**src/rtl/dseq_pkg.sv**
```systemverilog
// Shared constants and the descriptor type of the box-mode DMA sequencer.
package dseq_pkg;

    localparam int unsigned SINGLE_WORDS = 4;
    localparam int unsigned BOX_WORDS    = 6;
    localparam int unsigned MAX_WORDS    = 6;
    localparam int unsigned WORD_BYTES   = 4;

    localparam logic [2:0] CT_SINGLE = 3'd0;
    localparam logic [2:0] CT_BOX    = 3'd3;

    localparam int unsigned RES_VALID = 31;
    localparam int unsigned RES_ERR   = 3;
    localparam int unsigned RES_DONE  = 1;

    // One fetched descriptor; w3..w5 are length / count / offset words.
    typedef struct packed {
        logic [31:0] w5;
        logic [31:0] w4;
        logic [31:0] w3;
        logic [31:0] dst;
        logic [31:0] src;
        logic [31:0] cmd;
    } desc_t;

endpackage

```
**src/rtl/dseq_fetch.sv**
```systemverilog
// Descriptor loader: reads one descriptor (4 or 6 words, set by the type in
// the first word) through a request/response port with one read in flight.
// Assumes read data returns in order, after the grant.
module dseq_fetch #(
    parameter int AW = 32
) (
    input  logic            clk,
    input  logic            rst_n,
    input  logic            go,
    input  logic            restart,
    input  logic [AW-1:0]   base,
    output logic            mem_req,
    output logic [AW-1:0]   mem_addr,
    input  logic            mem_gnt,
    input  logic            mem_rvalid,
    input  logic [31:0]     mem_rdata,
    output logic            done,
    output dseq_pkg::desc_t desc
);
    import dseq_pkg::*;

    logic [AW-1:0] ptr;
    logic [2:0]    idx;
    logic          active;
    logic          waiting;
    logic [31:0]   words [MAX_WORDS];
    logic [2:0]    type_now;
    logic          last_word;

    // Type of the descriptor being loaded (from the live word on the first read).
    always_comb begin
        type_now  = (idx == 3'd0) ? mem_rdata[2:0] : words[0][2:0];
        last_word = (idx == ((type_now == CT_BOX) ? 3'(BOX_WORDS - 1) : 3'(SINGLE_WORDS - 1)));
    end

    assign mem_req  = active && !waiting;
    assign mem_addr = ptr;

    // Request, capture and pointer advance.
    always_ff @(posedge clk) begin
        if (!rst_n) begin
            ptr     <= '0;
            idx     <= '0;
            active  <= 1'b0;
            waiting <= 1'b0;
            done    <= 1'b0;
            for (int i = 0; i < MAX_WORDS; i++) words[i] <= '0;
        end else begin
            done <= 1'b0;
            if (go) begin
                active  <= 1'b1;
                waiting <= 1'b0;
                idx     <= '0;
                if (restart) ptr <= base;
            end else if (active) begin
                if (!waiting) begin
                    if (mem_gnt) begin
                        waiting <= 1'b1;
                        ptr     <= ptr + AW'(WORD_BYTES);
                    end
                end else if (mem_rvalid) begin
                    words[idx] <= mem_rdata;
                    waiting    <= 1'b0;
                    if (last_word) begin
                        active <= 1'b0;
                        done   <= 1'b1;
                    end else begin
                        idx <= idx + 3'd1;
                    end
                end
            end
        end
    end

    // Present the captured words as one descriptor.
    always_comb begin
        desc.cmd = words[0];
        desc.src = words[1];
        desc.dst = words[2];
        desc.w3  = words[3];
        desc.w4  = words[4];
        desc.w5  = words[5];
    end

    // an ungranted request keeps its address.
    p_req_hold_r3: assert property (@(posedge clk) disable iff (!rst_n)
        mem_req && !mem_gnt |=> mem_req && $stable(mem_addr));

endmodule

```
**src/rtl/dseq_gate.sv**
```systemverilog
// Rate-control gate: a row may start only when both selected request lines
// are high. Index 0 means ungated; index n selects line n-1.
module dseq_gate #(
    parameter int NREQ = 15
) (
    input  logic [3:0]      src_sel,
    input  logic [3:0]      dst_sel,
    input  logic [NREQ-1:0] req,
    output logic            ok
);
    logic src_ok;
    logic dst_ok;

    // Select each side's line; an index beyond NREQ never opens.
    always_comb begin
        src_ok = (src_sel == 4'd0);
        dst_ok = (dst_sel == 4'd0);
        for (int i = 0; i < NREQ; i++) begin
            if (src_sel == 4'(i + 1)) src_ok = req[i];
            if (dst_sel == 4'(i + 1)) dst_ok = req[i];
        end
        ok = src_ok && dst_ok;
    end

endmodule

```
**src/rtl/dseq_rows.sv**
```systemverilog
// Row engine: issues rows x beats address pairs. Each row waits for the gate,
// then runs to its end. Row starts advance by the per-side offsets.
// Assumes rows and beats are nonzero at start.
module dseq_rows #(
    parameter int AW = 32
) (
    input  logic          clk,
    input  logic          rst_n,
    input  logic          start,
    input  logic [AW-1:0] src_base,
    input  logic [AW-1:0] dst_base,
    input  logic [15:0]   rows,
    input  logic [15:0]   beats,
    input  logic [15:0]   src_step,
    input  logic [15:0]   dst_step,
    input  logic          gate_ok,
    output logic          beat_valid,
    input  logic          beat_ready,
    output logic [AW-1:0] beat_src,
    output logic [AW-1:0] beat_dst,
    output logic          done
);
    import dseq_pkg::*;

    logic          run;
    logic          in_row;
    logic [AW-1:0] row_src, row_dst, cur_src, cur_dst;
    logic [AW-1:0] s_step, d_step;
    logic [15:0]   beats_left, rows_left, row_beats;

    assign beat_valid = run && in_row;
    assign beat_src   = cur_src;
    assign beat_dst   = cur_dst;

    // Row wait, beat stepping and row advance.
    always_ff @(posedge clk) begin
        if (!rst_n) begin
            run        <= 1'b0;
            in_row     <= 1'b0;
            done       <= 1'b0;
            row_src    <= '0;
            row_dst    <= '0;
            cur_src    <= '0;
            cur_dst    <= '0;
            s_step     <= '0;
            d_step     <= '0;
            beats_left <= '0;
            rows_left  <= '0;
            row_beats  <= '0;
        end else begin
            done <= 1'b0;
            if (start) begin
                run        <= 1'b1;
                in_row     <= 1'b0;
                row_src    <= src_base;
                row_dst    <= dst_base;
                cur_src    <= src_base;
                cur_dst    <= dst_base;
                s_step     <= AW'(src_step);
                d_step     <= AW'(dst_step);
                rows_left  <= rows;
                beats_left <= beats;
                row_beats  <= beats;
            end else if (run && !in_row) begin
                if (gate_ok) in_row <= 1'b1;
            end else if (run && beat_ready) begin
                if (beats_left == 16'd1) begin
                    in_row <= 1'b0;
                    if (rows_left == 16'd1) begin
                        run  <= 1'b0;
                        done <= 1'b1;
                    end else begin
                        rows_left  <= rows_left - 16'd1;
                        beats_left <= row_beats;
                        row_src    <= row_src + s_step;
                        row_dst    <= row_dst + d_step;
                        cur_src    <= row_src + s_step;
                        cur_dst    <= row_dst + d_step;
                    end
                end else begin
                    beats_left <= beats_left - 16'd1;
                    cur_src    <= cur_src + AW'(WORD_BYTES);
                    cur_dst    <= cur_dst + AW'(WORD_BYTES);
                end
            end
        end
    end

    // a row's first beat follows a cycle with the gate open.
    p_gate_open_r6: assert property (@(posedge clk) disable iff (!rst_n)
        $rose(beat_valid) |-> $past(gate_ok));

    // a stalled beat holds.
    p_beat_hold_r7: assert property (@(posedge clk) disable iff (!rst_n)
        beat_valid && !beat_ready |=> beat_valid && $stable(beat_src) && $stable(beat_dst));

endmodule

```
**src/rtl/box_dma_seq.sv**
```systemverilog
// Box-mode DMA command sequencer top: starts on a pointer write, fetches
// descriptors, checks them, runs each through the row engine and posts a
// result word. Assumes one list at a time; pointer writes while busy are dropped.
module box_dma_seq #(
    parameter int AW   = 32,
    parameter int NREQ = 15
) (
    input  logic            clk,
    input  logic            rst_n,
    input  logic            ptr_wr,
    input  logic [AW-1:0]   ptr_data,
    output logic            busy,
    output logic            mem_req,
    output logic [AW-1:0]   mem_addr,
    input  logic            mem_gnt,
    input  logic            mem_rvalid,
    input  logic [31:0]     mem_rdata,
    input  logic [NREQ-1:0] rate_req,
    output logic            beat_valid,
    input  logic            beat_ready,
    output logic [AW-1:0]   beat_src,
    output logic [AW-1:0]   beat_dst,
    output logic            result_valid,
    output logic [31:0]     result_word
);
    import dseq_pkg::*;

    typedef enum logic [1:0] {ST_IDLE, ST_FETCH, ST_EXEC} state_t;

    state_t st, st_nx;
    desc_t  desc;
    logic   f_go, f_restart, f_done;
    logic   e_start, e_done, gate_ok;
    logic   finish, fin_err;
    logic   is_single, is_box, bad, skip, last;
    logic [15:0] e_rows, e_beats, e_sstep, e_dstep;

    dseq_fetch #(.AW(AW)) u_fetch (
        .clk(clk), .rst_n(rst_n), .go(f_go), .restart(f_restart),
        .base(ptr_data), .mem_req(mem_req), .mem_addr(mem_addr),
        .mem_gnt(mem_gnt), .mem_rvalid(mem_rvalid), .mem_rdata(mem_rdata),
        .done(f_done), .desc(desc)
    );

    dseq_gate #(.NREQ(NREQ)) u_gate (
        .src_sel(desc.cmd[6:3]), .dst_sel(desc.cmd[10:7]),
        .req(rate_req), .ok(gate_ok)
    );

    dseq_rows #(.AW(AW)) u_rows (
        .clk(clk), .rst_n(rst_n), .start(e_start),
        .src_base(AW'(desc.src)), .dst_base(AW'(desc.dst)),
        .rows(e_rows), .beats(e_beats), .src_step(e_sstep), .dst_step(e_dstep),
        .gate_ok(gate_ok), .beat_valid(beat_valid), .beat_ready(beat_ready),
        .beat_src(beat_src), .beat_dst(beat_dst), .done(e_done)
    );

    // Decode and validate the fetched descriptor.
    always_comb begin
        is_single = (desc.cmd[2:0] == CT_SINGLE);
        is_box    = (desc.cmd[2:0] == CT_BOX);
        last      = desc.cmd[31];
        bad       = (|desc.cmd[30:11]) || (!is_single && !is_box)
                 || (is_single && (|desc.w3[31:16]))
                 || (is_box && ((desc.w4[31:16] == 16'd0) || (desc.w4[15:0] == 16'd0)
                              || (desc.w3[31:16] == 16'd0) || (desc.w3[31:16] != desc.w3[15:0])));
        skip      = is_single && (desc.w3[15:0] == 16'd0);
        e_rows    = is_box ? desc.w4[31:16] : 16'd1;
        e_beats   = is_box ? desc.w3[31:16] : desc.w3[15:0];
        e_sstep   = is_box ? desc.w5[31:16] : 16'd0;
        e_dstep   = is_box ? desc.w5[15:0]  : 16'd0;
    end

    // Sequencing: start, next fetch, execute, finish.
    always_comb begin
        st_nx     = st;
        f_go      = 1'b0;
        f_restart = 1'b0;
        e_start   = 1'b0;
        finish    = 1'b0;
        fin_err   = 1'b0;
        case (st)
            ST_IDLE: if (ptr_wr) begin
                if (|ptr_data[2:0]) begin
                    finish  = 1'b1;
                    fin_err = 1'b1;
                end else begin
                    f_go      = 1'b1;
                    f_restart = 1'b1;
                    st_nx     = ST_FETCH;
                end
            end
            ST_FETCH: if (f_done) begin
                if (bad) begin
                    finish  = 1'b1;
                    fin_err = 1'b1;
                end else if (skip) begin
                    if (last) finish = 1'b1;
                    else      f_go   = 1'b1;
                end else begin
                    e_start = 1'b1;
                    st_nx   = ST_EXEC;
                end
            end
            ST_EXEC: if (e_done) begin
                if (last) finish = 1'b1;
                else begin
                    f_go  = 1'b1;
                    st_nx = ST_FETCH;
                end
            end
            default: st_nx = ST_IDLE;
        endcase
        if (finish) st_nx = ST_IDLE;
    end

    // State and result registers.
    always_ff @(posedge clk) begin
        if (!rst_n) begin
            st           <= ST_IDLE;
            result_valid <= 1'b0;
            result_word  <= '0;
        end else begin
            st           <= st_nx;
            result_valid <= finish;
            if (finish) begin
                result_word            <= '0;
                result_word[RES_VALID] <= 1'b1;
                result_word[RES_ERR]   <= fin_err;
                result_word[RES_DONE]  <= !fin_err;
            end
        end
    end

    assign busy = (st != ST_IDLE);

    // result posts with busy already low and valid set.
    p_result_idle_r8: assert property (@(posedge clk) disable iff (!rst_n)
        result_valid |-> !busy && result_word[31]);

    // done and error are exclusive in a posted result.
    p_err_xor_done_r9: assert property (@(posedge clk) disable iff (!rst_n)
        result_valid |-> (result_word[3] != result_word[1]));

    // descriptor reads only while busy.
    p_fetch_busy_r2: assert property (@(posedge clk) disable iff (!rst_n)
        mem_req |-> busy);

    // beats only while busy.
    p_beat_busy_r2: assert property (@(posedge clk) disable iff (!rst_n)
        beat_valid |-> busy);

endmodule

```
**config.mk**
```make
export PLATFORM = sky130hd
export DESIGN_NAME = box_dma_seq
export DESIGN_NICKNAME = d
export VERILOG_FILES = /design/src/rtl/dseq_pkg.sv /design/src/rtl/dseq_fetch.sv /design/src/rtl/dseq_gate.sv /design/src/rtl/dseq_rows.sv /design/src/rtl/box_dma_seq.sv
export SDC_FILE = /design/constraint.sdc
export NUM_CORES = 1
export LEC_CHECK = 0
export BUFFER_PORTS_ARGS = -buffer_cell sky130_fd_sc_hd__buf_4
export CELL_PAD_IN_SITES_DETAIL_PLACEMENT = 1
export CELL_PAD_IN_SITES_GLOBAL_PLACEMENT = 1
export CORE_MARGIN = 2
export CORE_UTILIZATION = 40
export CTS_CLUSTER_SIZE = 16
export DETAILED_ROUTE_END_ITERATION = 10
export HOLD_SLACK_MARGIN = 0.03
export PLACE_DENSITY = 0.78
export SYNTH_ARGS = -nofsm -noshare
export SYNTH_HDL_FRONTEND = slang
export SYNTH_HIERARCHICAL = 1
export SYNTH_SLANG_ARGS = --single-unit
```
**constraint.sdc**
```tcl
create_clock -name clk -period 8.06 [get_ports clk]
set_input_delay 2.418 -clock clk [delete_from_list [all_inputs] [get_ports clk]]
set_output_delay 2.418 -clock clk [all_outputs]
set_load 0.01 [all_outputs]
```
# Word-level counts from Yosys, hierarchy flattened

Memories as Yosys holds them, arrays and structs flattened.
Cells that the tools add are included.

Reductions and logical operators: 53
Add/sub/neg operators: 8
Multiplexer cells: 130
Equality and inequality tests: 51
Bitwise logic cells: 7

Operator list:

| operator                                           | count |
|---|---|
| two-way mux 32 bit                                 | 24 |
| two-way mux 16 bit                                 | 14 |
| adder 32 x 3 -> 32 bit, second input constant      | 3 |
| two-way mux 1 bit                                  | 78 |
| adder 32 x 16 -> 32 bit                            | 2 |
| == test 4 bit, second input constant               | 16 |
| logical NOT 16 bit                                 | 4 |
| == test 16 x 1 -> 1 bit, second input constant     | 2 |
| == test 4 x 3 -> 1 bit, second input constant      | 8 |
| OR reduction 32 bit                                | 1 |
| subtractor 16 x 1 -> 16 bit, second input constant | 2 |
| OR reduction 20 bit                                | 1 |
| != test 2 bit, second input constant               | 9 |
| == test 4 x 2 -> 1 bit, second input constant      | 4 |
| != test 16 bit                                     | 1 |
| AND reduction 4 bit                                | 4 |
| nonzero test 2 bit                                 | 8 |
| OR reduction 16 bit                                | 1 |
| two-way mux 2 bit                                  | 7 |
| OR reduction 5 bit                                 | 2 |
| logical AND 1 bit                                  | 9 |
| two-way mux 3 bit                                  | 3 |
| == test 4 x 1 -> 1 bit, second input constant      | 2 |
| logical NOT 4 bit                                  | 2 |
| other kinds (19)                                   | 42 |

Memory bits (writable): 192
Input port bits: 85
Logic and storage cells: 270
Memories kept: 1
Flip-flop bits (word level): 255

Memories:

| memory        | words | bits a word | rd ports | clocked after memory_dff | wr ports | line             | source |
|---|---|---|---|---|---|---|---|
| u_fetch.words | 6     | 32          | 6        | 0                        | 6        | dseq_fetch.sv:26 | `logic [31:0] words [MAX_WORDS];` |

# Depth between registers and ports, before layout

An unclocked memory read counts as a cell.

Depth after elaboration: 20
Depth in mapped cells: 17
Depth with buffers taken out: 12

# Cells and area by module

Netlist, hierarchy kept.

By module, submodules not included:

| module      | area an instance (um^2) | instances | cells an instance | sequential area each (um^2) |
|---|---|---|---|---|
| dseq_rows   | 12,996.2                | 1         | 1,690             | 4,224.1 |
| dseq_fetch  | 9,328.9                 | 1         | 759               | 6,526.3 |
| box_dma_seq | 1,451.4                 | 1         | 197               | 120.1 |
| dseq_gate   | 302.8                   | 1         | 32                | 0.0 |

# Least setup slack after synthesis

Ideal clock, no wire load.

Path kind: in2reg
Start point: input ptr_data[1]
End point: memory u_fetch.words[5][0], enable pin
Setup time: 511 ps
Arrival time: 6,503 ps
Path slack: 1,046 ps
Stages on the path: 6
Path through: nor3_1 nand2_1 o22ai_1 clkbuf_1 clkbuf_1 o41ai_1

RTL lines:

| item        | line              | source |
|---|---|---|
| from (decl) | box_dma_seq.sv:11 | `input logic [AW-1:0] ptr_data,` |
| to (decl)   | dseq_fetch.sv:26  |  |

==> run summary <==
Min Tclk post-route: 5.36 ns
Post-DR vias/cell: 6.16
FF/Latch Area: 10900 sq um
Crit share post-route: 0.665
Chip Width: 249 um
Achievable clock frequency: 187 MHz
Power after layout: 4.96 mW
Max Root-Sink Buffers: 3
Number of distinct library cells after synthesis: 93
Maximum number of pins on one net before global-route repair: 131
Clock Pin Slew Worst Setup and Hold Paths: 0.06 ns
Total inserted antenna cells: 0
Placeable core region: 59200 sq um
# H-tree levels: 2
Critical path startpoint category: flip-flop
Top_reg_cell synth: dfxtp_1
Flip-flop and latch count after synthesis: 447
Post-DP HPWL: 63300 um
Worst Hold Slack: 0.468 ns
Run status: complete, no violations
Via count: 22200
Post-CTS Hold Fix Bufs: 0
Last weighted congestion value of the routability-driven placer: 0.911
Max-slew violation total from the final report: 0
Critical Path Fanout Max: 59
Insertion delay to the later sink of the worst-skew pair: 0.61 ns
Transition time of the tightest slew-check pin: 1.27 ns
Antenna violations before repair: 2
Layout cells sized above 1: 0.133
Total Negative Setup Slacks: 0 ns
Post-detailed-route DRC marker count: 0
Setup repair after global routing missed its margin: false
Die ar.: 62200 sq um
Largest incremental delay on the critical path: 0.87 ns
Overall die height: 249 um
Number of global-route vias before repair: 22200
Top cells by area in the synthesized netlist: edfxtp_1 24%, dfxtp_1 21%, nor2_1 4.6%
VDD IR max: 0.153 mV
Starting Density: 0.406
Setup Buffers After CTS: 0
Internal reg-to-reg setup slack: 2.70 ns
Proportion of synthesized chip area in sequential cells: 0.451
Number of buffers added by the clock tree synthesis step: 51
Remaining global-route overflow: 0
YS warnings: 6
Master of the slowest instance on the critical path: nand2_1
Data required time of the critical path: 8.55 ns
Root buffer cell: clkbuf_16
Antenna violation net count after detailed routing: 0
Standard cell area after detailed placement: 26000 sq um
Drt pass-1 iters: 5
Row count: 89
Kind of capture point of the worst setup path: flip-flop
Area growth, synth to finish: 14.9%
Cell area after layout: 27700 sq um
Num Clock Sinks: 447
Post-layout net count: 2912
Launching point of the worst reg2reg path: u_fetch/words[0][2]
Kind of critical path: flip-flop to flip-flop
Final-layout fill cell count: 6856
Arrival time worst endpoint: 5.85 ns
1st-iter DRT viols: 2109
Maximum Capacitance Violations: 0
Syn Inst Count: 2678
Leak: 10.6 nW
EDFF count, synth: 192
Worst Min Path Start: u_fetch/mem_addr[0]
Clock tree from TritonCTS: built
Average wire length per cell after detail routing: 24.8 um
Worst-case hold path end point: u_fetch/mem_addr[0]
Area share of the leading cell type in the synthesized netlist: 0.239
Clock tree skew after final layout: 0.0241 ns
Biggest area consumer among synthesized cells: edfxtp_1
Ratio of total power to cell area: 179 nW/um^2
Area of combinational cells with multiple inputs: 12200 sq um
Final Hold Fails: 0
Average footprint of a synthesized cell: 8.99 sq um
Post-detailed-routing wire length: 89300 um
Hold depth: 2
Cells on worst reg2reg path: 13
Count of pins on the block boundary: 217
Reg2reg end: u_rows/beat_src[23]
Worst slew slack as a fraction of its limit: 0.149
Fraction of registers with async set or reset after synthesis: 0
GRT Total Usage: 0.279
Final Setup Violations: 0
Area of the mapped netlist: 24100 sq um
Cells traversed along the worst timing path: nor4_1 -> nand4_1 -> or4_4 -> a21oi_4 -> and4_4 -> buf_4 -> clkinv_1 -> buf_4 -> nand2_1 -> o21a_1 -> nor2_1 -> a221oi_1 -> nor2_1
Wire length of the first global-routing pass: 136000 um
Tightest Hold Check Type: flip-flop to flip-flop
CTS-repair resized insts: 0
Port bufs: 187
per-layer routing:
layer,wire (um),part of all wire,track usage
met5,13,0.00015,0
met1,38900,0.44,0.382
met4,2630,0.029,0.0890
met2,42100,0.47,0.457
met3,5680,0.064,0.0358
registers in the layout, indices dropped and copies added, names as in the netlist:
name,flops
result_valid,1
result_word,3
st,2
u_fetch/active,1
u_fetch/done,1
u_fetch/idx,3
u_fetch/mem_addr,32
u_fetch/waiting,1
u_fetch/words,192
u_rows/beat_dst,32
u_rows/beat_src,32
u_rows/beats_left,16
u_rows/d_step,16
u_rows/done,1
u_rows/in_row,1
u_rows/row_beats,16
u_rows/row_dst,32
u_rows/row_src,32
u_rows/rows_left,16
u_rows/run,1
u_rows/s_step,16
layout by cell type, fill, tap and decap left out, types with 13 or more instances in the layout:
cell,count
a311oi_1,13
and4_1,14
nand2_1,234
o21a_1,15
or3_1,18
nor2_1,292
ha_1,41
a221oi_1,24
a22oi_1,29
edfxtp_1,192
clkbuf_1,13
xnor2_1,51
o21ai_0,179
clkbuf_16,52
nand3_1,70
inv_1,78
xor2_1,55
o211ai_1,29
conb_1,29
nor4_1,45
a31oi_1,54
a21o_1,24
buf_4,222
a21oi_1,169
nor3_1,61
and3_1,31
a211oi_1,32
mux2i_1,59
mux2_2,29
o221ai_1,17
nand4_1,37
or4_1,21
clkinv_2,14
dfxtp_1,255
and2_1,125
how the worst max path moves through the flow:
stage / start / end / slack [ns]
2_1_floorplan: ptr_data[1] / u_fetch/words[5][0] / 1.05
3_5_place_dp: ptr_data[1] / u_fetch/words[0][8] / 2.17
3_3_place_gp: ptr_data[1] / u_fetch/words[0][5] / 2.32
5_1_grt: u_fetch/words[0][2] / u_rows/beat_src[5] / 2.45
6_report: u_fetch/words[0][2] / u_rows/beat_src[23] / 2.70
4_1_cts: u_fetch/words[0][2] / u_rows/beat_src[23] / 2.75
cell usage after synthesis, drive strengths merged, types with 6 or more instances:
| cell type | count |
|---|---|
| a2111oi | 9 |
| a211oi | 32 |
| a21o | 24 |
| a21oi | 173 |
| a221oi | 25 |
| a22o | 7 |
| a22oi | 29 |
| a311oi | 13 |
| a31oi | 54 |
| and2 | 126 |
| and3 | 31 |
| and4 | 15 |
| buf | 52 |
| clkbuf | 146 |
| dfxtp | 255 |
| edfxtp | 192 |
| ha | 41 |
| inv | 78 |
| mux2 | 29 |
| mux2i | 59 |
| nand2 | 234 |
| nand2b | 9 |
| nand3 | 70 |
| nand4 | 38 |
| nor2 | 296 |
| nor2b | 9 |
| nor3 | 62 |
| nor4 | 46 |
| o211a | 6 |
| o211ai | 29 |
| o21a | 15 |
| o21ai | 183 |
| o221ai | 17 |
| o22ai | 13 |
| o311ai | 10 |
| o31ai | 7 |
| or2 | 9 |
| or3 | 18 |
| or4 | 23 |
| xnor2 | 51 |
| xor2 | 55 |
kinds of logic after synthesis:
| family | after synthesis | synth area share |
|---|---|---|
| AOI/OAI and AO/OA | 702 | 0.189 |
| xor gates and xnor gates | 106 | 0.0386 |
| adders and majority gates | 43 | 0.0230 |
| buffers and inverters | 278 | 0.0488 |
| DFF | 447 | 0.451 |
| muxes | 93 | 0.0432 |
| other | 1 | 0.000156 |
| and+or+nand+nor | 1008 | 0.206 |
report_power, final:
part           internal, mW  switching (mW)
registers              2.40          0.0490
logic                0.0733           0.124
clock network          1.31           0.994
total                  3.79            1.17
final cells by class:
cell class / count / share of cell area
Clock buffer: 68 / 0.0503
Timing Repair Buffer: 223 / 0.0609
Inverter: 80 / 0.0109
Sequential cell: 447 / 0.393
Multi-Input combinational cell: 1981 / 0.442
Clock inverter: 27 / 0.00863
Tap cell: 773 / 0.0349
critical path, delay by kind of cell (launching register included):
kind | cells | cell delay [ns]
simple gates | 7 | 2.71
flops | 1 | 0.54
compound gates | 3 | 0.62
buf+inv | 3 | 1.23
metrics by stage:
stage | setup slack [ns] | instances | util
final | 2.70 | 3599 | 0.467
after global routing | 2.45 | 3599 | 0.467
after CTS | 2.75 | 3599 | 0.467
after detailed placement | 2.17 | 3504 | 0.440
after global placement | 2.32 | 3504 | 0.440
after floorplan | 1.05 | 2706 | -
(Power assumes the default switching activity.)
